**config.mk**
```make
export PLATFORM = sky130hd
export DESIGN_NAME = dbgreg_unit
export DESIGN_NICKNAME = d
export VERILOG_FILES = /design/src/rtl/dbgreg_pkg.sv /design/src/rtl/dbgreg_check.sv /design/src/rtl/dbgreg_size.sv /design/src/rtl/dbgreg_file.sv /design/src/rtl/dbgreg_unit.sv
export SDC_FILE = /design/constraint.sdc
export NUM_CORES = 1
export LEC_CHECK = 0
export BUFFER_PORTS_ARGS = -buffer_cell sky130_fd_sc_hd__buf_2
export CORE_MARGIN = 2
export CORE_UTILIZATION = 53
export DETAILED_ROUTE_END_ITERATION = 8
export GPL_TIMING_DRIVEN = 0
export PLACE_DENSITY = 0.85
export SLEW_MARGIN = 20
export SYNTH_ARGS = -nofsm -noshare
export SYNTH_HDL_FRONTEND = slang
export SYNTH_SLANG_ARGS = --single-unit
export TNS_END_PERCENT = 50
```
**constraint.sdc**
```tcl
create_clock -name clk_i -period 2 [get_ports clk_i]
set_input_delay 0.4 -clock clk_i [delete_from_list [all_inputs] [get_ports clk_i]]
set_output_delay 0.4 -clock clk_i [all_outputs]
set_load 0.05 [all_outputs]
```
**src/rtl/dbgreg_pkg.sv**
```systemverilog
package dbgreg_pkg;
  typedef enum logic [1:0] {
    MODE_REAL = 2'd0,
    MODE_PROT = 2'd1,
    MODE_V86  = 2'd2,
    MODE_LONG = 2'd3
  } cpu_mode_e;

  typedef enum logic [1:0] {
    FLT_NONE = 2'd0,
    FLT_GP   = 2'd1,
    FLT_UD   = 2'd2,
    FLT_DB   = 2'd3
  } fault_e;

  localparam int unsigned IDX_W     = 3;
  localparam int unsigned ALIAS_LO  = 4;
  localparam int unsigned ALIAS_HI  = 5;
  localparam int unsigned TARGET_LO = 6;
  localparam int unsigned TARGET_HI = 7;
  localparam int unsigned CTRL_IDX  = 7;
endpackage

```
**src/rtl/dbgreg_check.sv**
```systemverilog
module dbgreg_check
  import dbgreg_pkg::*;
(
  input  logic [IDX_W-1:0] idx_i,
  input  logic             ext_en_i,
  input  logic [1:0]       cpl_i,
  input  cpu_mode_e        mode_i,
  input  logic             gd_i,
  output fault_e           fault_o,
  output logic [IDX_W-1:0] phys_idx_o
);
  logic is_alias;
  logic priv_bad;

  assign is_alias = (idx_i == IDX_W'(ALIAS_LO)) || (idx_i == IDX_W'(ALIAS_HI));
  assign priv_bad = (mode_i == MODE_V86) || ((mode_i != MODE_REAL) && (cpl_i != 2'd0));

  always_comb begin
    phys_idx_o = idx_i;
    if (idx_i == IDX_W'(ALIAS_LO)) phys_idx_o = IDX_W'(TARGET_LO);
    else if (idx_i == IDX_W'(ALIAS_HI)) phys_idx_o = IDX_W'(TARGET_HI);
  end

  // fixed priority: protection, illegal alias, general detect
  always_comb begin
    if (priv_bad)                  fault_o = FLT_GP;
    else if (ext_en_i && is_alias) fault_o = FLT_UD;
    else if (gd_i)                 fault_o = FLT_DB;
    else                           fault_o = FLT_NONE;
  end
endmodule

```
**src/rtl/dbgreg_size.sv**
```systemverilog
module dbgreg_size #(
  parameter int unsigned XLEN   = 64,
  parameter int unsigned NARROW = 32
) (
  input  logic            wide_i,
  input  logic [XLEN-1:0] wdata_i,
  input  logic [XLEN-1:0] rdata_i,
  output logic [XLEN-1:0] wdata_o,
  output logic [XLEN-1:0] rdata_o
);
  localparam int unsigned UPPER = XLEN - NARROW;

  generate
    if (XLEN > NARROW) begin : g_mask
      assign wdata_o = wide_i ? wdata_i : {{UPPER{1'b0}}, wdata_i[NARROW-1:0]};
      assign rdata_o = wide_i ? rdata_i : {{UPPER{1'b0}}, rdata_i[NARROW-1:0]};
    end else begin : g_pass
      logic unused_wide;
      assign unused_wide = wide_i;
      assign wdata_o = wdata_i;
      assign rdata_o = rdata_i;
    end
  endgenerate
endmodule

```
**src/rtl/dbgreg_file.sv**
```systemverilog
module dbgreg_file #(
  parameter int unsigned XLEN   = 64,
  parameter int unsigned NREG   = 8,
  parameter int unsigned GD_BIT = 13,
  parameter int unsigned CTRL   = 7
) (
  input  logic                    clk_i,
  input  logic                    rst_ni,
  input  logic                    we_i,
  input  logic [$clog2(NREG)-1:0] waddr_i,
  input  logic [XLEN-1:0]         wdata_i,
  input  logic [$clog2(NREG)-1:0] raddr_i,
  output logic [XLEN-1:0]         rdata_o,
  output logic                    gd_o
);
  localparam int unsigned AW = $clog2(NREG);

  logic [NREG-1:0][XLEN-1:0] regs;

  for (genvar i = 0; i < NREG; i++) begin : g_reg
    logic [XLEN-1:0] q;
    always_ff @(posedge clk_i or negedge rst_ni) begin
      if (!rst_ni)                             q <= '0;
      else if (we_i && (waddr_i == AW'(i)))    q <= wdata_i;
    end
    assign regs[i] = q;
  end

  assign rdata_o = regs[raddr_i];
  assign gd_o    = regs[CTRL][GD_BIT];

  assert_hold_R10: assert property (@(posedge clk_i) disable iff (!rst_ni)
    !we_i |=> $stable(regs));
endmodule

```
**src/rtl/dbgreg_unit.sv**
```systemverilog
module dbgreg_unit
  import dbgreg_pkg::*;
#(
  parameter int unsigned XLEN   = 64,
  parameter int unsigned NARROW = 32,
  parameter int unsigned NREG   = 8,
  parameter int unsigned GD_BIT = 13
) (
  input  logic             clk_i,
  input  logic             rst_ni,
  input  logic             req_i,
  input  logic             wr_i,
  input  logic [2:0]       idx_i,
  input  logic [XLEN-1:0]  wdata_i,
  input  logic [1:0]       cpl_i,
  input  logic [1:0]       mode_i,
  input  logic             ext_en_i,
  output logic             rsp_valid_o,
  output logic [1:0]       fault_o,
  output logic [XLEN-1:0]  rdata_o
);
  cpu_mode_e        mode;
  fault_e           fault;
  logic [IDX_W-1:0] phys_idx;
  logic             gd;
  logic             we;
  logic [XLEN-1:0]  wdata_sz, rdata_raw, rdata_sz;

  logic             rsp_valid_q;
  fault_e           fault_q;
  logic [XLEN-1:0]  rdata_q;

  assign mode = cpu_mode_e'(mode_i);

  dbgreg_check i_check (
    .idx_i      (idx_i),
    .ext_en_i   (ext_en_i),
    .cpl_i      (cpl_i),
    .mode_i     (mode),
    .gd_i       (gd),
    .fault_o    (fault),
    .phys_idx_o (phys_idx)
  );

  dbgreg_size #(.XLEN(XLEN), .NARROW(NARROW)) i_size (
    .wide_i  (mode == MODE_LONG),
    .wdata_i (wdata_i),
    .rdata_i (rdata_raw),
    .wdata_o (wdata_sz),
    .rdata_o (rdata_sz)
  );

  assign we = req_i && wr_i && (fault == FLT_NONE);

  dbgreg_file #(.XLEN(XLEN), .NREG(NREG), .GD_BIT(GD_BIT), .CTRL(CTRL_IDX)) i_file (
    .clk_i   (clk_i),
    .rst_ni  (rst_ni),
    .we_i    (we),
    .waddr_i (phys_idx),
    .wdata_i (wdata_sz),
    .raddr_i (phys_idx),
    .rdata_o (rdata_raw),
    .gd_o    (gd)
  );

  always_ff @(posedge clk_i or negedge rst_ni) begin
    if (!rst_ni) begin
      rsp_valid_q <= 1'b0;
      fault_q     <= FLT_NONE;
      rdata_q     <= '0;
    end else begin
      rsp_valid_q <= req_i;
      fault_q     <= req_i ? fault : FLT_NONE;
      rdata_q     <= (req_i && !wr_i && fault == FLT_NONE) ? rdata_sz : '0;
    end
  end

  assign rsp_valid_o = rsp_valid_q;
  assign fault_o     = fault_q;
  assign rdata_o     = rdata_q;

  assert_rsp_R2: assert property (@(posedge clk_i) disable iff (!rst_ni)
    req_i |=> rsp_valid_o);
  assert_no_rsp_R2: assert property (@(posedge clk_i) disable iff (!rst_ni)
    !req_i |=> !rsp_valid_o);
  assert_v86_gp_R6: assert property (@(posedge clk_i) disable iff (!rst_ni)
    (req_i && mode_i == 2'd2) |=> fault_o == 2'd1);
  assert_alias_ud_R5: assert property (@(posedge clk_i) disable iff (!rst_ni)
    (req_i && mode_i == 2'd0 && ext_en_i && (idx_i == 3'd4 || idx_i == 3'd5))
    |=> fault_o == 2'd2);
  assert_gd_trap_R8: assert property (@(posedge clk_i) disable iff (!rst_ni)
    (req_i && mode_i == 2'd0 && gd && !(ext_en_i && idx_i[2:1] == 2'b10))
    |=> fault_o == 2'd3);
  assert_zero_data_R12: assert property (@(posedge clk_i) disable iff (!rst_ni)
    (rsp_valid_o && fault_o != 2'd0) |-> rdata_o == '0);
  assert_narrow_R11: assert property (@(posedge clk_i) disable iff (!rst_ni)
    (req_i && mode_i != 2'd3) |=> rdata_o[XLEN-1:NARROW] == '0);
endmodule

```
==> flow_results.xml <==
<?xml version="1.0" encoding="UTF-8"?>
<metrics>
  <group name="global_routing">
    <metric name="grtUsageTotal" unit="%">28.4</metric>
    <metric name="first_global_vias" unit="">14700</metric>
    <metric name="grt_first_pass_wirelength" unit="mm">84.3</metric>
    <metric name="grt.overflow.total" unit="">0</metric>
    <metric name="initial_antenna_violation_count" unit="">3</metric>
    <metric name="grt_max_degree" unit="">109</metric>
  </group>
  <group name="clock_tree">
    <metric name="max-clock-path-buffers" unit="">3</metric>
    <metric name="insertion_delay_to_the_later_sink_of_the_worst_skew_pair" unit="ns">0.56</metric>
    <metric name="clock_tree_from_tritoncts" unit="">yes</metric>
    <metric name="cts.sinks" unit="">451</metric>
    <metric name="tritoncts_buffers" unit="">45</metric>
    <metric name="maximum_level_of_the_cts_h_tree" unit="">2</metric>
    <metric name="worst_setup_hold_path_clk_slew" unit="ns">0.06</metric>
    <metric name="clock-root-buffer" unit="">clkbuf_16</metric>
  </group>
  <group name="outcome">
    <metric name="violated_checks" unit="">hold timing, setup timing</metric>
    <metric name="status" unit="">finished, violations left</metric>
  </group>
  <group name="worst_setup_path">
    <metric name="timing.rr.start" unit="">i_file.g_reg[7].q[13]</metric>
    <metric name="critPathArrivalTime" unit="ns">2.46</metric>
    <metric name="cp_cell_sequence" unit="">buf_2 -&gt; inv_1 -&gt; nand2_1 -&gt; clkbuf_1 -&gt; o22ai_1 -&gt; a211oi_1</metric>
    <metric name="regToRegSetupSlack" unit="ns">0</metric>
    <metric name="critPathRequiredTime" unit="ns">2.42</metric>
    <metric name="worst_path_largest_cell_delay" unit="ns">0.80</metric>
    <metric name="worst_r2r_path_depth" unit="">5</metric>
    <metric name="worst_r2r_endpoint" unit="">rdata_o[9]</metric>
    <metric name="critical_path_peak_fanout" unit="">10</metric>
    <metric name="path_delay_family" unit="">buffers and inverters</metric>
    <metric name="setup.worst_path.start" unit="">idx_i[2]</metric>
    <metric name="worstSetupPathType" unit="">input pin to flip-flop</metric>
    <metric name="critical_path.startpoint_type" unit="">input pin</metric>
    <metric name="worst-path-buf-inv" unit="">3</metric>
    <metric name="cp_slowest_cell" unit="">clkbuf_1</metric>
    <metric name="timing.critical_path.depth" unit="">6</metric>
    <metric name="crit_path_end" unit="">rdata_o[32]</metric>
    <metric name="critical_path.endpoint_type" unit="">flip-flop</metric>
  </group>
  <group name="logic_synthesis">
    <metric name="yosysTopAreaCellShare" unit="%">57.0</metric>
    <metric name="yosys_reg_bits" unit="">451</metric>
    <metric name="synthArstFlopShare" unit="%">100</metric>
    <metric name="yosys.cell_count.top_type" unit="">dfrtp_1</metric>
    <metric name="synth_area_per_cell" unit="um2">13.5</metric>
    <metric name="count_of_flip_flops_with_a_built_in_enable_after_synthesis" unit="">0</metric>
    <metric name="syn_inst" unit="">1465</metric>
    <metric name="mappedNetlistArea" unit="mm2">0.0198</metric>
    <metric name="synth_nets" unit="">1541</metric>
    <metric name="synth_largest_area_cell" unit="">dfrtp_1</metric>
    <metric name="synth_area_leaders" unit="">dfrtp_1 (57%), mux2_2 (16%), mux2_4 (4.6%)</metric>
    <metric name="synth_top_flop_cell" unit="">dfrtp_1</metric>
    <metric name="synthDistinctLibCells" unit="">45</metric>
    <metric name="yosysSeqAreaShare" unit="%">57.0</metric>
    <metric name="synth_commonest_cells" unit="">dfrtp_1 (451), mux2_2 (284), nand2_1 (100), mux2i_1 (71), o21ai_0 (65)</metric>
    <metric name="synth.yosys.warnings" unit="">0</metric>
  </group>
  <group name="drt">
    <metric name="routed_wire_length_per_instance" unit="um">25.5</metric>
    <metric name="routed_via_density" unit="">6.34</metric>
    <metric name="drt-pass1-iter-count" unit="">5</metric>
    <metric name="vias" unit="">13800</metric>
    <metric name="wl" unit="mm">55.4</metric>
    <metric name="detail-route-antenna-nets" unit="">0</metric>
    <metric name="remaining_routing_drc_violations" unit="">0</metric>
    <metric name="dr.first_iter.drc_count" unit="">1383</metric>
  </group>
  <group name="power_and_ir_drop">
    <metric name="power_density" unit="mW/mm2">830</metric>
    <metric name="vdd_drop_max" unit="mV">0.682</metric>
    <metric name="power.leakage" unit="nW">11.6</metric>
    <metric name="totalPowerFinal" unit="W">0.0192</metric>
  </group>
  <group name="sta">
    <metric name="timing.clock.skew" unit="ns">0.0170</metric>
    <metric name="final_hold_viol_count" unit="">93</metric>
    <metric name="max_transition_viols_final" unit="">0</metric>
    <metric name="worst_slew_margin_rel" unit="%">33.0</metric>
    <metric name="timing.final.ws_setup" unit="ns">-0.0359</metric>
    <metric name="fin_setup_tns" unit="ns">-0.0682</metric>
    <metric name="grt_setup_unrepaired" unit="">true</metric>
    <metric name="fmax" unit="MHz">491</metric>
    <metric name="tightest_slew" unit="ns">1.01</metric>
    <metric name="final_worst_path_period_share" unit="%">102</metric>
    <metric name="layout_min_cycle_time" unit="ns">2.04</metric>
    <metric name="timing.hold.ws" unit="ns">-0.122</metric>
    <metric name="final_setup_violating_endpoints" unit="">7</metric>
  </group>
  <group name="layout">
    <metric name="layout-drive-gt1-share" unit="%">39.9</metric>
    <metric name="net_count_final" unit="">1741</metric>
    <metric name="flow.area_growth_from_synthesis" unit="%">16.6</metric>
    <metric name="finish.cell_count_without_fillers" unit="">2172</metric>
  </group>
  <group name="floorplan">
    <metric name="ports_placed_on_the_boundary" unit="">143</metric>
    <metric name="floorplan.initialDensity" unit="%">54.0</metric>
    <metric name="placement_rows" unit="">70</metric>
    <metric name="area_of_the_die" unit="mm2">0.0389</metric>
    <metric name="die_h" unit="um">197</metric>
    <metric name="core-area" unit="mm2">0.0367</metric>
    <metric name="chipWidth" unit="um">197</metric>
  </group>
  <group name="placement">
    <metric name="count_of_buffers_inserted_at_the_top_level_ports" unit="">140</metric>
    <metric name="place_worst_setup_slack" unit="ns">-1.24</metric>
    <metric name="hpwlAfterDp" unit="mm">35.4</metric>
    <metric name="place.gp.congestion" unit="">0.858</metric>
    <metric name="place.detailed.instances" unit="">2077</metric>
  </group>
  <group name="hold_path">
    <metric name="hold_path_class" unit="">input pin to asynchronous set/reset pin</metric>
  </group>
  <group name="flow_run">
    <metric name="cap_violations" unit="">0</metric>
  </group>
</metrics>
-- worst min path at each step --
stage                                from               endpoint  cells past startpoint
floorplan                          rst_ni             fault_o[0]                      0
global placement    i_file.g_reg[2].q[60]  i_file.g_reg[2].q[60]                      2
detailed placement  i_file.g_reg[0].q[38]  i_file.g_reg[0].q[38]                      2
CTS                                rst_ni             rdata_o[6]                      1
global route                       rst_ni             rdata_o[6]                      1
finish                             rst_ni             rdata_o[6]                      1
-- cells by family (layout without fill, tap and decap cells) --
kind of cell | Yosys count | count (layout) | share of synthesized area [%]
other cells | 0 | 3 | 0
flops | 451 | 451 | 57.0
compound gates | 241 | 241 | 8.42
simple gates | 226 | 226 | 5.91
buf+inv | 122 | 358 | 3.81
mux | 425 | 425 | 24.9
-- routing by layer --
| layer | share of wire [%] | global-route usage, % | vias up |
|---|---|---|---|
| li1 | - | - | 5745 |
| met1 | 39 | 37.5 | 7114 |
| met2 | 47 | 44.7 | 724 |
| met3 | 9.0 | 6.56 | 179 |
| met4 | 4.2 | 13.5 | 0 |
| met5 | 0 | 0 | - |
-- report_power, final --
| part | switching, W | internal [W] | leakage [nW] |
|---|---|---|---|
| clock network | 0.00358 | 0.00538 | 0.775 |
| registers | 0.0000111 | 0.00914 | 6.29 |
| logic | 0.000755 | 0.000284 | 4.54 |
| total | 0.00435 | 0.0148 | 11.6 |
-- placed cells by master, fill, tap and decap left out, types with 3 or more instances in the layout --
master	synthesis	layout
dfrtp_1	451	451
mux2_2	284	278
buf_2	24	165
nand2_1	100	99
mux2i_1	71	71
mux2_4	60	66
o21ai_0	65	65
clkbuf_1	62	50
a211oi_1	51	50
o22ai_1	47	47
clkbuf_16	0	47
nor2b_1	36	36
and3_1	30	30
nor3_1	24	24
o2bb2ai_1	24	24
buf_6	21	22
clkbuf_2	1	19
a2111oi_1	0	17
a2111oi_2	0	14
mux2_1	10	10
nor2_1	12	10
a2111oi_0	42	10
clkbuf_8	1	9
clkinv_2	0	9
a21oi_1	7	7
buf_12	6	7
bufinv_16	0	6
buf_4	0	6
clkbuf_4	0	5
nand2b_1	4	4
buf_16	0	4
diode_2	0	3
or2_2	3	3
inv_1	4	3
-- worst register-to-register path, stage by stage, from the launching register on --
cell,delay (ns)
dfrtp_1,0.36
clkbuf_2,0.18
inv_2,0.13
nand3b_1,0.28
clkbuf_2,0.36
a2111oi_0,0.52
-- layout make-up --
class	instances	area, um2
multi-input combinational	892	7930
buffer	118	787
sequential	451	11300
clock inverter	16	234
tap	468	586
clock buffer	67	1330
inverter	4	15.0
timing repair buffer	153	908
antenna	3	7.51
fill	2510	13600
-- state kept, by name, summed over array words and instances (netlist names) --
register / flops
fault_o: 2
i_file.g.q: 384
rdata_o: 64
rsp_valid_o: 1
-- stage by stage --
step,instance area (um2),util [%]
global placement,21100,57.5
global route,23100,62.9
CTS,23000,62.6
detailed placement,21200,57.9
floorplan,19800,-
finish,23100,62.9
-- timing repair --
item	4_1_cts	5_1_grt
endpoints found under the setup margin	231	203
hold endpoints to repair	93	93
gates resized for setup	45	58
setup buffers	9	0
cloned	0	0
pin swaps	3	2
Note: power is estimated with default switching activity, not from simulation.
